==> src/rtl/agu_pkg.sv <==
package agu_pkg;
  typedef enum logic [1:0] {
    AGU_LINEAR = 2'd0,
    AGU_CIRC   = 2'd1,
    AGU_BITREV = 2'd2,
    AGU_RSVD   = 2'd3
  } agu_mode_e;

  typedef enum logic [1:0] {
    SEL_PTR   = 2'd0,
    SEL_FIRST = 2'd1,
    SEL_LAST  = 2'd2,
    SEL_NONE  = 2'd3
  } agu_sel_e;
endpackage

==> src/rtl/agu_regs.sv <==
module agu_regs #(
  parameter int ADDR_W = 16
) (
  input  logic              clk_i,
  input  logic              rst_ni,
  input  logic              wr_en_i,
  input  logic [1:0]        wr_sel_i,
  input  logic [ADDR_W-1:0] wr_data_i,
  input  logic              step_i,
  input  logic [ADDR_W-1:0] ptr_nxt_i,
  output logic [ADDR_W-1:0] ptr_o,
  output logic [ADDR_W-1:0] first_o,
  output logic [ADDR_W-1:0] last_o
);
  import agu_pkg::*;

  logic wr_ptr, wr_first, wr_last;

  assign wr_ptr   = wr_en_i && (wr_sel_i == SEL_PTR);
  assign wr_first = wr_en_i && (wr_sel_i == SEL_FIRST);
  assign wr_last  = wr_en_i && (wr_sel_i == SEL_LAST);

  // a pointer write wins over a step in the same cycle
  always_ff @(posedge clk_i or negedge rst_ni) begin
    if (!rst_ni)       ptr_o <= '0;
    else if (wr_ptr)   ptr_o <= wr_data_i;
    else if (step_i)   ptr_o <= ptr_nxt_i;
  end

  always_ff @(posedge clk_i or negedge rst_ni) begin
    if (!rst_ni)        first_o <= '0;
    else if (wr_first)  first_o <= wr_data_i;
  end

  always_ff @(posedge clk_i or negedge rst_ni) begin
    if (!rst_ni)       last_o <= '0;
    else if (wr_last)  last_o <= wr_data_i;
  end
endmodule

==> src/rtl/agu_ptr_next.sv <==
module agu_ptr_next #(
  parameter int ADDR_W = 16
) (
  input  agu_pkg::agu_mode_e mode_i,
  input  logic               dir_dec_i,
  input  logic [ADDR_W-1:0]  ptr_i,
  input  logic [ADDR_W-1:0]  first_i,
  input  logic [ADDR_W-1:0]  last_i,
  output logic [ADDR_W-1:0]  ptr_nxt_o
);
  import agu_pkg::*;

  localparam logic [ADDR_W-1:0] ONE = {{(ADDR_W-1){1'b0}}, 1'b1};

  logic [ADDR_W-1:0] inc, dec;
  logic              at_last, at_first;

  assign inc      = ptr_i + ONE;
  assign dec      = ptr_i - ONE;
  assign at_last  = (ptr_i == last_i);
  assign at_first = (ptr_i == first_i);

  always_comb begin
    ptr_nxt_o = dir_dec_i ? dec : inc;
    if (mode_i == AGU_CIRC) begin
      if (dir_dec_i) ptr_nxt_o = at_first ? last_i  : dec;
      else           ptr_nxt_o = at_last  ? first_i : inc;
    end
  end
endmodule

==> src/rtl/agu_bitrev.sv <==
module agu_bitrev #(
  parameter int ADDR_W = 16,
  parameter int REV_W  = 4
) (
  input  logic              en_i,
  input  logic [REV_W-1:0]  width_i,
  input  logic [ADDR_W-1:0] ptr_i,
  output logic [ADDR_W-1:0] addr_o
);
  localparam int MAX_K = (1 << REV_W) - 1;
  localparam int CAP_K = (MAX_K > ADDR_W) ? ADDR_W : MAX_K;

  int k;

  always_comb begin
    k = int'(width_i);
    if (k > CAP_K) k = CAP_K;
    if (!en_i) k = 0;
    for (int i = 0; i < ADDR_W; i++) begin
      if (i < k) addr_o[i] = ptr_i[k-1-i];
      else       addr_o[i] = ptr_i[i];
    end
  end
endmodule

==> src/rtl/agu_modrev.sv <==
module agu_modrev #(
  parameter int ADDR_W = 16,
  parameter int REV_W  = 4
) (
  input  logic              clk_i,
  input  logic              rst_ni,
  input  logic              wr_en_i,
  input  logic [1:0]        wr_sel_i,
  input  logic [ADDR_W-1:0] wr_data_i,
  input  logic [1:0]        mode_i,
  input  logic              dir_dec_i,
  input  logic [REV_W-1:0]  rev_bits_i,
  input  logic              access_i,
  output logic [ADDR_W-1:0] addr_o
);
  import agu_pkg::*;

  agu_mode_e         mode;
  logic [ADDR_W-1:0] ptr_q, first_q, last_q, ptr_nxt;

  assign mode = agu_mode_e'(mode_i);

  agu_regs #(.ADDR_W(ADDR_W)) u_regs (
    .clk_i     (clk_i),
    .rst_ni    (rst_ni),
    .wr_en_i   (wr_en_i),
    .wr_sel_i  (wr_sel_i),
    .wr_data_i (wr_data_i),
    .step_i    (access_i),
    .ptr_nxt_i (ptr_nxt),
    .ptr_o     (ptr_q),
    .first_o   (first_q),
    .last_o    (last_q)
  );

  agu_ptr_next #(.ADDR_W(ADDR_W)) u_next (
    .mode_i    (mode),
    .dir_dec_i (dir_dec_i),
    .ptr_i     (ptr_q),
    .first_i   (first_q),
    .last_i    (last_q),
    .ptr_nxt_o (ptr_nxt)
  );

  agu_bitrev #(.ADDR_W(ADDR_W), .REV_W(REV_W)) u_rev (
    .en_i    (mode == AGU_BITREV),
    .width_i (rev_bits_i),
    .ptr_i   (ptr_q),
    .addr_o  (addr_o)
  );
endmodule

==> config.mk <==
export PLATFORM = sky130hd
export DESIGN_NAME = agu_modrev
export DESIGN_NICKNAME = d
export VERILOG_FILES = /design/src/rtl/agu_pkg.sv /design/src/rtl/agu_regs.sv /design/src/rtl/agu_ptr_next.sv /design/src/rtl/agu_bitrev.sv /design/src/rtl/agu_modrev.sv
export SDC_FILE = /design/constraint.sdc
export NUM_CORES = 1
export LEC_CHECK = 0
export BUFFER_PORTS_ARGS = -buffer_cell sky130_fd_sc_hd__buf_2
export CORE_MARGIN = 2
export CORE_UTILIZATION = 36
export DETAILED_ROUTE_END_ITERATION = 6
export SYNTH_ARGS = -nofsm -noshare
export SYNTH_HDL_FRONTEND = slang
export SYNTH_SLANG_ARGS = --single-unit
==> constraint.sdc <==
create_clock -name clk_i -period 3 [get_ports clk_i]
set_clock_uncertainty 0.15 [all_clocks]
set_input_delay 0.15 -clock clk_i [delete_from_list [all_inputs] [get_ports clk_i]]
set_output_delay 0.15 -clock clk_i [all_outputs]
set_load 0.005 [all_outputs]
=== Word-level counts from Yosys, hierarchy flattened ===
Cells that the tools add are included.

* Output and inout bits: 16
* Input port bits: 29
* Word-level logic and storage cells: 136
* Register bits after elaboration: 48

* Order comparisons: 32
* Add/subtract/negate cells: 18
* Reductions and logical operators: 5
* Muxes and demuxes: 72
* Eq/ne operators: 6

{| class="wikitable"
|+ Operator list
! operator !! count
|-
| 32-bit by 6-bit less-than comparator with 1-bit output (second input constant) || 16
|-
| 32-bit by 5-bit subtractor with 32-bit output (second input constant) || 8
|-
| 32-bit by 4-bit subtractor with 32-bit output (second input constant) || 4
|-
| 16-bit 2-to-1 mux || 7
|-
| 1-bit binary-select mux with 4-bit select || 16
|-
| 32-bit by 3-bit subtractor with 32-bit output (second input constant) || 2
|-
| 1-bit 2-to-1 mux || 48
|-
| 16-bit == test || 2
|-
| 4-bit less-than comparator (first input constant) || 8
|-
| 32-bit by 2-bit subtractor with 32-bit output (second input constant) || 1
|-
| 16-bit by 1-bit adder with 16-bit output (second input constant) || 1
|-
| 3-bit by 4-bit less-than comparator with 1-bit output (first input constant) || 4
|-
| 16-bit by 1-bit subtractor with 16-bit output (second input constant) || 1
|-
| 1-bit by 4-bit less-than comparator with 1-bit output (first input constant) || 2
|-
| 2-bit by 4-bit less-than comparator with 1-bit output (first input constant) || 2
|-
| 4-bit by 1-bit subtractor with 5-bit output (second input constant) || 1
|-
| 2-bit by 1-bit == test with 1-bit output (second input constant) || 2
|-
| 2-bit == test (second input constant) || 2
|-
| 4-bit 2-to-1 mux || 1
|-
| 1-bit logical AND || 3
|-
| 2-bit logical NOT || 1
|-
| 2-bit nonzero test || 1
|}

=== Logic depth before layout (Yosys ltp) ===
* Depth in word-level cells: 8
* Gate-level depth with buffers: 14
* Gate-level depth less buffers: 11

=== By module ===
Synthesis repeated with hierarchy kept, for this count alone.

* Cell total of the unflattened synthesis: 472
* Area, all modules: 4848.4 µm²

{| class="wikitable"
|+ Modules (own cells, without submodules)
! module !! times used !! cells an instance !! area each (µm²) !! seq. area each (µm²)
|-
| agu_regs || 1 || 121 || 2019.4 || 1201.2
|-
| agu_ptr_next || 1 || 205 || 1516.5 || 0.0
|-
| agu_bitrev || 1 || 145 || 1298.7 || 0.0
|-
| agu_modrev || 1 || 1 || 13.8 || 0.0
|}

=== Least setup slack after synthesis ===
No wires, ideal clock.

* Path type: input to output
* Start point: input port rev_bits_i[0]
* End point: output port addr_o[13]
* Buffers on the path: 4
* Arrival: 2.821 ns
* Data required time: 2.700 ns
* Setup slack: -0.121 ns
* Cell stages on the path: 13
* Cells stage by stage: buf_2 -> nand3b_1 -> buf_2 -> buf_2 -> ha_1 -> clkbuf_1 -> xor2_2 -> inv_1 -> ha_1 -> a21oi_1 -> xnor2_1 -> mux2_2 -> o31ai_1

* Cells in the longest elaborated chain, start to end: 7
* Elaborated cells on any way between the ends: 8
* Those cells by class: add/sub: 2; order compare: 1; mux: 5

{| class="wikitable"
|+ RTL lines
! item !! line !! source
|-
| start, declared || agu_modrev.sv:12 || <nowiki>input logic [REV_W-1:0] rev_bits_i,</nowiki>
|-
| 4-bit 2-to-1 mux (*) || agu_bitrev.sv:18 || <nowiki>if (!en_i) k = 0;</nowiki>
|-
| 4-bit by 1-bit subtractor with 5-bit output || agu_bitrev.sv:20 || <nowiki>if (i < k) addr_o[i] = ptr_i[k-1-i];</nowiki>
|-
| 32-bit by 5-bit subtractor with 32-bit output || agu_bitrev.sv:20 ||
|-
| 1-bit binary-select mux with 4-bit select || agu_bitrev.sv:20 ||
|-
| 1-bit 2-to-1 mux (implied by the code) (2 in a row) || agu_bitrev.sv:20 ||
|-
| 1-bit 2-to-1 mux (*) || agu_bitrev.sv:20 ||
|-
| end, declared || agu_modrev.sv:14 || <nowiki>output logic [ADDR_W-1:0] addr_o</nowiki>
|}

Every way passes the cells marked *; elsewhere a longest branch is shown, timed or not. The select of a mux whose other input is x is not followed.

=== Final worst setup path ===
* Start point: register u_regs.ptr_o[9]
* End point: register u_regs.ptr_o[6]

* Cells in the longest elaborated chain, start to end: 6
* Elaborated cells on any way between the ends: 8
* Those cells by class: eq/ne: 2; mux: 6

{| class="wikitable"
|+ RTL lines
! item !! line !! source
|-
| start, declared || agu_regs.sv:11 || <nowiki>output logic [ADDR_W-1:0] ptr_o,</nowiki>
|-
| start signal, assigned || agu_regs.sv:26 || <nowiki>else if (wr_ptr) ptr_o <= wr_data_i;</nowiki>
|-
| start signal, assigned || agu_regs.sv:27 || <nowiki>else if (step_i) ptr_o <= ptr_nxt_i;</nowiki>
|-
| 16-bit == test (on tied branches) || agu_ptr_next.sv:20, agu_ptr_next.sv:21 ||
|-
| 16-bit 2-to-1 mux (on tied branches) || agu_ptr_next.sv:27, agu_ptr_next.sv:26 ||
|-
| 16-bit 2-to-1 mux (*) || agu_ptr_next.sv:26 || <nowiki>if (dir_dec_i) ptr_nxt_o = at_first ? last_i : dec;</nowiki>
|-
| 16-bit 2-to-1 mux (*) || agu_ptr_next.sv:25 || <nowiki>if (mode_i == AGU_CIRC) begin</nowiki>
|-
| 16-bit 2-to-1 mux (*) || agu_regs.sv:27 ||
|-
| 16-bit 2-to-1 mux (*) || agu_regs.sv:26 ||
|}

Marked as above.
A chain may end at the register's enable or synchronous reset.

==> results.md <==
- Pin count of the biggest net entering global routing: 49
- Compound-Gate Fraction of Synth Area: 10.1%
- Worst setup margin: 0.184 ns
- Top_reg_cell synth: dfrtp_1
- Crit path depth: 9
- Placed cell area: 5280 um2
- Simple-gate share of the synthesized area: 14.0%
- Max Slew Vio Count: 0
- Fin crit period: 2.82 ns
- Global-route wire length before repair: 21600 um
- Die width: 120 um
- Max incr delay on CP: 0.51 ns
- Fmax: 355 MHz
- Final nets: 615
- Initial Util: 36.6%
- Global route overflow: 0
- Met2 usage: 32.9%
- Maximum vdd ir drop: 0.309 mV
- Clock transition at path regs: 0.07 ns
- Largest family of logic cells by synthesized area: multiplexers
- CTS buffer count: 5
- Top cell by count, worst path: buf_4
- Crit Path Class: reg -> reg
- Final instance area: 5620 um2
- Synth Warn #: 0
- Most frequent cells in the layout: mux2i_1 (74), mux2_2 (54), dfrtp_1 (48)
- Post-Synth XOR/XNOR Area: 11.4%
- All-Layer GR Usage: 19.1%
- Multiplexer share of the synthesized area: 28.7%
- Tcrit/Tclk final: 93.9%
- Rel. slew slack: 27.6%
- Area Overhead vs Synth: 16.7%
- Met1 Usage GRT: 25.2%
- DP Wirelength: 10200 um
- Routed Antenna Nets: 0
- Slowest CP cell: dfrtp_1
- Delay-heaviest family, CP: simple AND/OR/NAND/NOR gates
- Filler cells: 1325
- Hold WC Path Type: in -> reg
- Most common cell after layout, fill and taps aside: mux2i_1
- Critical path capture point type: flop
- GRT Max-Usage Layer: met2
- # setup viols final: 0
- Max-cap violations: 0
- Number of global-route vias before repair: 4125
- P_leak: 2.61 nW
- RR Startpoint: u_regs.ptr_o[9]
- Mapped Area: 4810 um2
- Mapped Cells: 512
- Via count: 4091
- Wire length per cell: 18.1 um
- R2R Path End: u_regs.ptr_o[6]
- Setup TNS: 0 ns
- Syn nets: 559
- Buffers & Inverters on Critical Path: 2
- Post CTS Setup Buffer Count: 0
- Crit Path Max Fanout: 10
- RSZ-0062 raised after global routing: no
- Row cnt: 42
- #FFs+latches synth: 48
- # IOs: 45
- Setup crit start kind: flop
- Die height: 120 um
- Post-Synth Adder-Cell Area: 4.68%
- EDFF count, synth: 0
- DIE AREA: 14300 um2
- DRC violations left: 0
- Syn avg cell area: 9.40 um2
- Antenna Cells: 0
- H-tree depth: 2
- Fraction of layout cells with a size suffix above 1: 27.4%
- Fraction of registers with async set or reset after synthesis: 100%
- Final GP Congestion: 0.913
- Met3 usage: 2.00%
- Slew of the pin with the lowest slew margin: 1.09 ns
- Critical path required time: 3.05 ns
- Post-Route WL: 13500 um
- CTS tree: yes
- Place WS: 0.145 ns
- Worst Hold Depth: 4
- Status: complete, no violations
- Vias/cell: 5.49
- Worst Reg-to-Reg Cells: 9
- FF-to-FF setup slack: 0.18 ns
- Distinct cells, synth: 55
- CORE AREA: 13100 um2
- PnR Total Power: 3.30 mW
- CP endpoint: u_regs.ptr_o[6]
- Root buffer cell: clkbuf_16
- CP startpoint: u_regs.ptr_o[9]
- Hold Fails Final Rpt: 0
- Initial antenna violation count: 0
- PortBufs: 44
- Sink Count: 48
- Drt first pass iters: 5
- Maximum clock insertion buffer count: 2
- Clock Latency Late Sink: 0.29 ns
- Register area share after synthesis: 25.0%
- Worst path cell trace: xor2_1 -> nor4_1 -> buf_4 -> nand4_1 -> or2_1 -> buf_4 -> mux2i_1 -> mux2_2 -> o21ai_1
- Critical path arrival: 2.86 ns
- DRT iter0 DRCs: 255
- Pwr Density: 587 nW/um2
- Hold slack: 0.281 ns
[area by class of cell]
cell class | instances | area (um2) | share of cell area, %
inverter | 15 | 57.6 | 1.02
multi-input combinational | 404 | 3350 | 59.7
timing repair buffer | 94 | 638 | 11.4
clock buffer | 8 | 146 | 2.61
sequential | 48 | 1200 | 21.4
tap | 176 | 220 | 3.92
[metal layers]
metal,vias to the layer above,wire [um]
met2,112,6500
met3,17,520
met1,2017,6210
met5,-,0
li1,1945,-
met4,0,270
[Yosys cell counts (all sizes together), types with 5 or more instances]
cell type | number | area share (%)
mux2 | 55 | 13
nor2b | 5 | 0.65
xnor2 | 29 | 5.3
inv | 14 | 1.1
a211oi | 5 | 0.78
ha | 18 | 4.7
nor3b | 14 | 2.3
mux2i | 74 | 15
nand3 | 6 | 0.62
nand2 | 23 | 1.9
clkbuf | 22 | 1.7
nor4 | 11 | 2.4
buf | 23 | 3.2
dfrtp | 48 | 25
nor2 | 15 | 1.2
a21oi | 30 | 3.1
xor2 | 33 | 6.2
o21ai | 28 | 2.9
nor3 | 9 | 0.94
nand4 | 9 | 1.2
[kinds of logic after synthesis]
| group | Yosys count |
|---|---|
| multiplexers | 130 |
| AO/OA/AOI/OAI | 83 |
| XOR/XNOR | 62 |
| flip-flops | 48 |
| adder cells (fa/ha/maj) | 18 |
| AND/OR/NAND/NOR | 111 |
| buffers and inverters | 60 |
[worst min path at each step]
stage / from / end / slack, ns
detailed placement: wr_data_i[9] / u_regs.ptr_o[9] / 0.26
finish: wr_sel_i[1] / u_regs.ptr_o[0] / 0.28
floorplan: rst_ni / u_regs.first_o[0] / -0.30
global placement: rst_ni / u_regs.last_o[10] / 0.25
CTS: wr_sel_i[1] / u_regs.ptr_o[0] / 0.28
global route: wr_sel_i[1] / u_regs.ptr_o[0] / 0.31
[power breakdown]
| group | switching (mW) | internal [mW] |
|---|---|---|
| clock | 0.234 | 0.333 |
| sequential | 0.171 | 0.791 |
| combinational | 0.945 | 0.823 |
| total | 1.35 | 1.95 |
[stage by stage]
stage	instances	util (%)
floorplan	512	-
global placement	720	40.2
detailed placement	720	40.2
CTS	745	42.6
global route	745	42.8
finish	745	42.8
[tightest hold or removal path, delay by kind of cell]
kind,cells,cell delay [ns]
AOI/OAI and AO/OA,1,0.16
buffers and inverters,2,0.33
and+or+nand+nor,1,0.04
[sequential cells by signal, indices dropped and copies added, names as in the netlist]
name	cells
u_regs.first_o	16
u_regs.last_o	16
u_regs.ptr_o	16
[timing repair]
action                                  CTS  global route
hold buffers                             17             0
endpoints found under the setup margin    0             2
resized for setup                         0             3
endpoints found under the hold margin    95             0
No activity file was read; power rests on OpenSTA's default activity.
